<file path="config.mk">
export PLATFORM = sky130hd
export DESIGN_NAME = dbuf_rec_addr_gen
export DESIGN_NICKNAME = d
export VERILOG_FILES = /design/src/rtl/rag_pkg.sv /design/src/rtl/rag_cfg_check.sv /design/src/rtl/rag_arm_track.sv /design/src/rtl/rag_seq.sv /design/src/rtl/dbuf_rec_addr_gen.sv
export SDC_FILE = /design/constraint.sdc
export NUM_CORES = 1
export LEC_CHECK = 0
export BUFFER_PORTS_ARGS = -buffer_cell sky130_fd_sc_hd__buf_4
export CORE_MARGIN = 1.5
export CORE_UTILIZATION = 43
export DETAILED_ROUTE_END_ITERATION = 12
export SLEW_MARGIN = 25
export SYNTH_ARGS = -nofsm -noshare
export SYNTH_HDL_FRONTEND = slang
export SYNTH_SLANG_ARGS = --single-unit
</file>
<file path="constraint.sdc">
create_clock -name clk -period 10.6 [get_ports clk]
set_clock_uncertainty 0.15 [all_clocks]
set_input_delay 1.06 -clock clk [delete_from_list [all_inputs] [get_ports clk]]
set_output_delay 1.06 -clock clk [all_outputs]
set_load 0.005 [all_outputs]
</file>
<file path="src/rtl/rag_pkg.sv">
package rag_pkg;

    typedef enum logic {
        BUF_A = 1'b0,
        BUF_B = 1'b1
    } buf_id_e;

    localparam int NUM_BUFS = 2;
    localparam int HDR_WORD_BYTES = 4;

    function automatic buf_id_e partner_of(buf_id_e id);
        return (id == BUF_A) ? BUF_B : BUF_A;
    endfunction

    function automatic logic [NUM_BUFS-1:0] one_hot_of(buf_id_e id);
        logic [NUM_BUFS-1:0] v;
        v = '0;
        v[id] = 1'b1;
        return v;
    endfunction

endpackage

</file>
<file path="src/rtl/rag_cfg_check.sv">
module rag_cfg_check #(
    parameter int STRIDE_W = 16,
    parameter int CNT_W    = 16
) (
    input  logic [STRIDE_W-1:0] stride,
    input  logic [STRIDE_W-1:0] rec_size,
    input  logic                tstamp,
    input  logic                varlen,
    input  logic [CNT_W-1:0]    size,
    output logic                err
);
    import rag_pkg::*;

    localparam int EXT_W = STRIDE_W + 2;

    logic [EXT_W-1:0] need;
    logic [EXT_W-1:0] have;

    always_comb begin
        need = {2'b00, rec_size};
        if (tstamp) need = need + EXT_W'(HDR_WORD_BYTES);
        if (varlen) need = need + EXT_W'(HDR_WORD_BYTES);
        have = {2'b00, stride};
        err  = (have < need) || (size == '0);
    end

    always_comb begin
        if (!err) begin
            assert_cfg_ok_R2: assert ((size != '0) && ({2'b00, stride} >= {2'b00, rec_size}));
        end
    end

endmodule

</file>
<file path="src/rtl/rag_arm_track.sv">
module rag_arm_track #(
    parameter int NBUF = rag_pkg::NUM_BUFS
) (
    input  logic            clk,
    input  logic            rst,
    input  logic [NBUF-1:0] base_wr,
    input  logic [NBUF-1:0] full_ack,
    input  logic [NBUF-1:0] claim,
    output logic [NBUF-1:0] ready
);

    for (genvar i = 0; i < NBUF; i++) begin : g_buf
        logic base_seen_q;
        logic ack_seen_q;

        always_ff @(posedge clk) begin
            if (rst) begin
                base_seen_q <= 1'b1;
                ack_seen_q  <= 1'b1;
            end else if (claim[i]) begin
                base_seen_q <= 1'b0;
                ack_seen_q  <= 1'b0;
            end else begin
                if (base_wr[i])  base_seen_q <= 1'b1;
                if (full_ack[i]) ack_seen_q  <= 1'b1;
            end
        end

        assign ready[i] = base_seen_q & ack_seen_q;

        // a buffer only ever gets claimed while it is rearmed
        assert_claim_armed_R8: assert property (@(posedge clk) disable iff (rst)
            claim[i] |-> ready[i]);

        // a claimed buffer is not rearmed in the following cycle
        assert_claim_clears_R8: assert property (@(posedge clk) disable iff (rst)
            claim[i] |=> !ready[i]);
    end

endmodule

</file>
<file path="src/rtl/rag_seq.sv">
module rag_seq #(
    parameter int ADDR_W   = 32,
    parameter int CNT_W    = 16,
    parameter int STRIDE_W = 16
) (
    input  logic              clk,
    input  logic              rst,
    input  logic [ADDR_W-1:0] base0,
    input  logic [ADDR_W-1:0] base1,
    input  logic [CNT_W-1:0]  size,
    input  logic [STRIDE_W-1:0] stride,
    input  logic              cfg_err,
    input  logic [1:0]        ready,
    input  logic              start,
    input  logic              rec_start,
    input  logic              rec_done,
    output logic [ADDR_W-1:0] rec_addr,
    output logic              rec_addr_valid,
    output logic              buf_sel,
    output logic [CNT_W-1:0]  cnt0,
    output logic [CNT_W-1:0]  cnt1,
    output logic [1:0]        buf_full,
    output logic              overrun,
    output logic              capture_en,
    output logic [1:0]        claim
);
    import rag_pkg::*;

    localparam int CW1 = CNT_W + 1;

    buf_id_e           sel_q;
    logic              capture_q;
    logic              overrun_q;
    logic [ADDR_W-1:0] ptr_q;
    logic [CNT_W-1:0]  cnt_q [NUM_BUFS];
    logic [ADDR_W-1:0] addr_q;
    logic              valid_q;
    logic [1:0]        full_q;

    logic [ADDR_W-1:0] base_arr [NUM_BUFS];
    buf_id_e           oth;
    buf_id_e           start_sel;
    logic [CNT_W-1:0]  cnt_cur;
    logic              fill, sw_ok, ovr_hit, start_ok, issue;
    logic [ADDR_W-1:0] ptr_eff;
    logic [ADDR_W-1:0] stride_ext;

    always_comb begin
        base_arr[0] = base0;
        base_arr[1] = base1;
        oth         = partner_of(sel_q);
        start_sel   = ready[0] ? BUF_A : BUF_B;
        cnt_cur     = cnt_q[sel_q];
        stride_ext  = ADDR_W'(stride);
        fill        = capture_q && rec_done &&
                      ({1'b0, cnt_cur} + CW1'(1) == {1'b0, size});
        sw_ok       = fill && ready[oth];
        ovr_hit     = fill && !ready[oth];
        start_ok    = start && !capture_q && !cfg_err && (|ready);
        issue       = capture_q && rec_start && !ovr_hit;
        ptr_eff     = sw_ok ? base_arr[oth] : ptr_q;
        if (start_ok)   claim = one_hot_of(start_sel);
        else if (sw_ok) claim = one_hot_of(oth);
        else            claim = '0;
    end

    always_ff @(posedge clk) begin
        if (rst) begin
            sel_q     <= BUF_A;
            capture_q <= 1'b0;
            overrun_q <= 1'b0;
            ptr_q     <= '0;
            cnt_q[0]  <= '0;
            cnt_q[1]  <= '0;
            addr_q    <= '0;
            valid_q   <= 1'b0;
            full_q    <= '0;
        end else begin
            valid_q <= issue;
            if (issue) addr_q <= ptr_eff;
            full_q  <= fill ? one_hot_of(sel_q) : 2'b00;

            if (start_ok) begin
                capture_q        <= 1'b1;
                overrun_q        <= 1'b0;
                sel_q            <= start_sel;
                ptr_q            <= base_arr[start_sel];
                cnt_q[start_sel] <= '0;
            end else if (capture_q) begin
                if (rec_done) cnt_q[sel_q] <= cnt_cur + CNT_W'(1);
                if (sw_ok) begin
                    sel_q      <= oth;
                    cnt_q[oth] <= '0;
                    ptr_q      <= base_arr[oth] + (rec_start ? stride_ext : '0);
                end else if (ovr_hit) begin
                    capture_q <= 1'b0;
                    overrun_q <= 1'b1;
                end else if (rec_start) begin
                    ptr_q <= ptr_q + stride_ext;
                end
            end
        end
    end

    assign rec_addr       = addr_q;
    assign rec_addr_valid = valid_q;
    assign buf_sel        = sel_q;
    assign cnt0           = cnt_q[0];
    assign cnt1           = cnt_q[1];
    assign buf_full       = full_q;
    assign overrun        = overrun_q;
    assign capture_en     = capture_q;

    // at most one buffer reports full at a time
    assert_full_onehot_R7: assert property (@(posedge clk) disable iff (rst)
        $onehot0(full_q));

    // an overrun leaves capture stopped
    assert_overrun_stops_R9: assert property (@(posedge clk) disable iff (rst)
        overrun_q |-> !capture_q);

    // an address is only issued if capture was on in the cycle before
    assert_valid_needs_capture_R5: assert property (@(posedge clk) disable iff (rst)
        valid_q |-> $past(capture_q));

    // capture only starts on a clean configuration with a rearmed buffer
    assert_start_gated_R2: assert property (@(posedge clk) disable iff (rst)
        $rose(capture_q) |-> $past(!cfg_err && (|ready)));

endmodule

</file>
<file path="src/rtl/dbuf_rec_addr_gen.sv">
module dbuf_rec_addr_gen #(
    parameter int ADDR_W   = 32,
    parameter int CNT_W    = 16,
    parameter int STRIDE_W = 16
) (
    input  logic                clk,
    input  logic                rst,
    input  logic [ADDR_W-1:0]   cfg_base0,
    input  logic [ADDR_W-1:0]   cfg_base1,
    input  logic [1:0]          base_wr,
    input  logic [1:0]          full_ack,
    input  logic [CNT_W-1:0]    cfg_size,
    input  logic [STRIDE_W-1:0] cfg_stride,
    input  logic [STRIDE_W-1:0] cfg_rec_size,
    input  logic                cfg_tstamp,
    input  logic                cfg_varlen,
    input  logic                start,
    input  logic                rec_start,
    input  logic                rec_done,
    output logic [ADDR_W-1:0]   rec_addr,
    output logic                rec_addr_valid,
    output logic                buf_sel,
    output logic [CNT_W-1:0]    rec_cnt0,
    output logic [CNT_W-1:0]    rec_cnt1,
    output logic [1:0]          buf_full,
    output logic                overrun,
    output logic                capture_en,
    output logic                cfg_err
);

    logic [1:0] ready;
    logic [1:0] claim;

    rag_cfg_check #(.STRIDE_W(STRIDE_W), .CNT_W(CNT_W)) i_cfg (
        .stride   (cfg_stride),
        .rec_size (cfg_rec_size),
        .tstamp   (cfg_tstamp),
        .varlen   (cfg_varlen),
        .size     (cfg_size),
        .err      (cfg_err)
    );

    rag_arm_track #(.NBUF(2)) i_arm (
        .clk      (clk),
        .rst      (rst),
        .base_wr  (base_wr),
        .full_ack (full_ack),
        .claim    (claim),
        .ready    (ready)
    );

    rag_seq #(.ADDR_W(ADDR_W), .CNT_W(CNT_W), .STRIDE_W(STRIDE_W)) i_seq (
        .clk            (clk),
        .rst            (rst),
        .base0          (cfg_base0),
        .base1          (cfg_base1),
        .size           (cfg_size),
        .stride         (cfg_stride),
        .cfg_err        (cfg_err),
        .ready          (ready),
        .start          (start),
        .rec_start      (rec_start),
        .rec_done       (rec_done),
        .rec_addr       (rec_addr),
        .rec_addr_valid (rec_addr_valid),
        .buf_sel        (buf_sel),
        .cnt0           (rec_cnt0),
        .cnt1           (rec_cnt1),
        .buf_full       (buf_full),
        .overrun        (overrun),
        .capture_en     (capture_en),
        .claim          (claim)
    );

endmodule

</file>
==> flow_summary.json <==
{
  "synth_top_family_by_area": "simple AND/OR/NAND/NOR gates",
  "outcome": "finished clean",
  "cts_hold_buf": 0,
  "ys_seq_area_share_pct": 21.6,
  "clk_pin_slew_worst_paths_ns": 0.08,
  "initial_utilization_pct": 43.8,
  "synth_compound_area_share_pct": 19.7,
  "max_freq_mhz": 167,
  "cts.htree.levels": 3,
  "grt_use_met1_pct": 34.7,
  "die_h_microns": 155,
  "hpwl_mm": 23.0,
  "die-area_sq_um": 24000,
  "power.leakage_nw": 5.13,
  "postCtsSetupBuffers": 0,
  "worst-setup-path-type": "input port to output pin",
  "grt_use_total_pct": 25.4,
  "antenna_found_initial": 0,
  "synth_edf_count": 0,
  "cap_violations": 0,
  "setup_ws_ns": 4.60,
  "numPortBuffers": 193,
  "synth_top_cell_by_area": "dfxtp_1",
  "post_cts_resized": 0,
  "slew_viol_final": 0,
  "clock_latency_ns": 0.36,
  "numCtsBuffers": 9,
  "worst_ep_required_time_ns": 9.39,
  "diodes": 0,
  "rows": 55,
  "grt_use_met2_pct": 42.1,
  "postSynth.topFlopCell": "dfxtp_1",
  "clock_path_buffers": 2,
  "synth_xor_area_share_pct": 9.72,
  "setup-tns-final_ns": 0,
  "cp_max_fo": 7,
  "vias_per_cell": 5.87,
  "peakVddDrop_uv": 56.8,
  "grt.met3_usage_pct": 2.86,
  "clockRootBuffer": "clkbuf_16",
  "core_region_area_sq_um": 22600,
  "place_congestion": 0.890,
  "critPathLaunchType": "input port",
  "synthToLayoutAreaGrowth_pct": 19.0,
  "yosys.area_share.simple_pct": 20.8,
  "cp.arrival_ns": 4.79,
  "layout-drive-gt1-share_pct": 21.2,
  "netlist_top_cells_area": "dfxtp_1 22%, mux2i_1 12%, ha_1 6.3%",
  "post_drt_wl_per_cell_microns": 18.7,
  "synthCells": 1190,
  "async_reset_ff_share_pct": 0,
  "finalSetupViolCount": 0,
  "rrSetupSlack_ns": 4.83,
  "final_nets": 1520,
  "grt_max_degree": 80,
  "endpoint_kind": "output pin",
  "worstHoldStart": "i_seq.rec_addr[19]",
  "syn-num-nets": 1365,
  "syn-cell-area_sq_um": 9910,
  "p_per_area_nw_per_um2": 98.2,
  "muxShareOfSynthArea_pct": 16.5,
  "vias": 9590,
  "max_slew_margin_pct": 25.5,
  "first_pass_iters": 5,
  "crit_start": "cfg_rec_size[2]",
  "die_w_microns": 155,
  "post-route-period-util_pct": 56.6,
  "grt_pass1_wl_mm": 48.7,
  "synth_cell_type_count": 83,
  "hold_violations": 0,
  "cts_tree": "yes",
  "grt_most_used_layer": "met2",
  "pin_count": 194,
  "first_global_vias": 9071,
  "wirelength_mm": 30.6,
  "worstHoldPathType": "flop to flop",
  "grt_overflow": 0,
  "drc_errors": 0,
  "synth_fa_ha_area_share_pct": 6.72,
  "ys_ff_latch": 107,
  "yosysWarnings": 0,
  "place_ws_ns": 4.59,
  "ant_nets": 0,
  "finalCriticalPeriod_ns": 6.00,
  "drt-initial-drc-count": 527,
  "synth_top_area_share_pct": 21.6,
  "syn_area_per_cell_sq_um": 8.33,
  "rsz0062_at_grt": "false",
  "worstMarginPinSlew_ns": 1.11,
  "cts_sinks": 107
}
cells by family after synthesis:
kind of cell               count (synthesis)
buffers and inverters                    103
xor gates and xnor gates                 102
muxes                                    158
and+or+nand+nor                          397
DFF                                      107
AOI/OAI and AO/OA                        271
adders and majority gates                 52
cell usage after synthesis, types with 7 or more instances:
| cell | number |
|---|---|
| a211o_1 | 8 |
| a211oi_1 | 8 |
| a21o_1 | 15 |
| a21oi_1 | 48 |
| a221o_1 | 21 |
| a22oi_1 | 35 |
| a31oi_1 | 19 |
| and2_1 | 22 |
| buf_4 | 10 |
| clkbuf_1 | 36 |
| dfxtp_1 | 107 |
| ha_1 | 50 |
| inv_1 | 40 |
| mux2_2 | 42 |
| mux2i_1 | 115 |
| nand2_1 | 88 |
| nand2b_1 | 13 |
| nand3_1 | 34 |
| nand3b_1 | 11 |
| nand4_1 | 13 |
| nor2_1 | 100 |
| nor2b_1 | 12 |
| nor3_1 | 42 |
| nor4_1 | 15 |
| o211ai_1 | 7 |
| o21a_1 | 10 |
| o21ai_0 | 34 |
| o21ai_1 | 9 |
| o21bai_1 | 8 |
| o221a_1 | 7 |
| xnor2_1 | 64 |
| xor2_1 | 33 |
report_power, final:
part           switching, W  leakage, nW  internal [W]  total [W]
Combinational      0.000208         4.13      0.000173   0.000382
Clock              0.000167        0.140      0.000174   0.000341
Sequential        0.0000180        0.867      0.000417   0.000435
state kept, by name (all words and copies together), names as in the netlist, named ones only:
name and flops:
i_arm.g_buf.ack_seen_q 2, i_arm.g_buf.base_seen_q 2, i_seq.buf_full 2, i_seq.buf_sel 1, i_seq.capture_en 1, i_seq.cnt_q 32
i_seq.overrun 1, i_seq.ptr_q 32, i_seq.rec_addr 32, i_seq.rec_addr_valid 1
stage by stage:
| step | hold slack [ns] | cell area, sq um | instances | util (%) | power [W] |
|---|---|---|---|---|---|
| finish | 0.349 | 11800 | 1635 | 52.1 | 0.00116 |
| global placement | 0.330 | 11500 | 1619 | 50.8 | 0.000820 |
| CTS | 0.357 | 11800 | 1635 | 52.1 | 0.00116 |
| detailed placement | 0.339 | 11500 | 1619 | 50.8 | 0.000823 |
| floorplan | 0.317 | 9910 | 1190 | - | 0.000703 |
| global route | 0.370 | 11800 | 1635 | 52.1 | 0.00122 |
layer usage:
layer | vias up | wire [microns]
met2 | 296 | 14100
li1 | 4722 | -
met4 | 0 | 578
met1 | 4538 | 14300
met5 | - | 0
met3 | 34 | 1560
layout by cell type, fill, tap and decap left out, types with 10 or more instances in the layout:
cell type,synthesis,layout
a21o_1,15,15
a21oi_1,48,48
a221o_1,21,21
a22oi_1,35,35
a31oi_1,19,17
and2_1,22,21
buf_4,10,207
dfxtp_1,107,106
ha_1,50,50
inv_1,40,40
mux2_2,42,42
mux2i_1,115,115
nand2_1,88,88
nand2b_1,13,13
nand3_1,34,34
nand3b_1,11,11
nand4_1,13,13
nor2_1,100,100
nor2b_1,12,12
nor3_1,42,42
nor4_1,15,15
o21a_1,10,10
o21ai_0,34,34
xnor2_1,64,64
xor2_1,33,33
cell type report:
cell class              instances  area [sq um]
multi-input cells             980          7310
well taps                     285           357
clock inverters                 3          22.5
flip-flops and latches        107          2140
repair buffers                207          1550
clock buffers                  13           260
fillers                      2202         10800
inverters                      40           150
worst max-delay path: stages:
cell and delay (ns):
buf_4 0.14, ha_1 0.26, mux2_2 0.18, ha_1 0.15
nand2_1 0.10, or4b_1 0.56, nand2b_1 0.21, o21ai_0 0.17
nand2_1 0.08, xor2_1 0.14, ha_1 0.28, and4_1 0.20
nand2_1 0.06, nand3_1 0.07, a31oi_1 0.05, nor3_1 0.78
inv_1 0.12, buf_4 0.18
worst paths after layout:
path                        end  cells after the start
max                     cfg_err                     18
min          i_seq.rec_addr[19]                      2
max reg2reg  i_seq.cnt_q[1][10]                     13
min reg2reg  i_seq.rec_addr[19]                      2
Power figures use the tool's default switching activity.
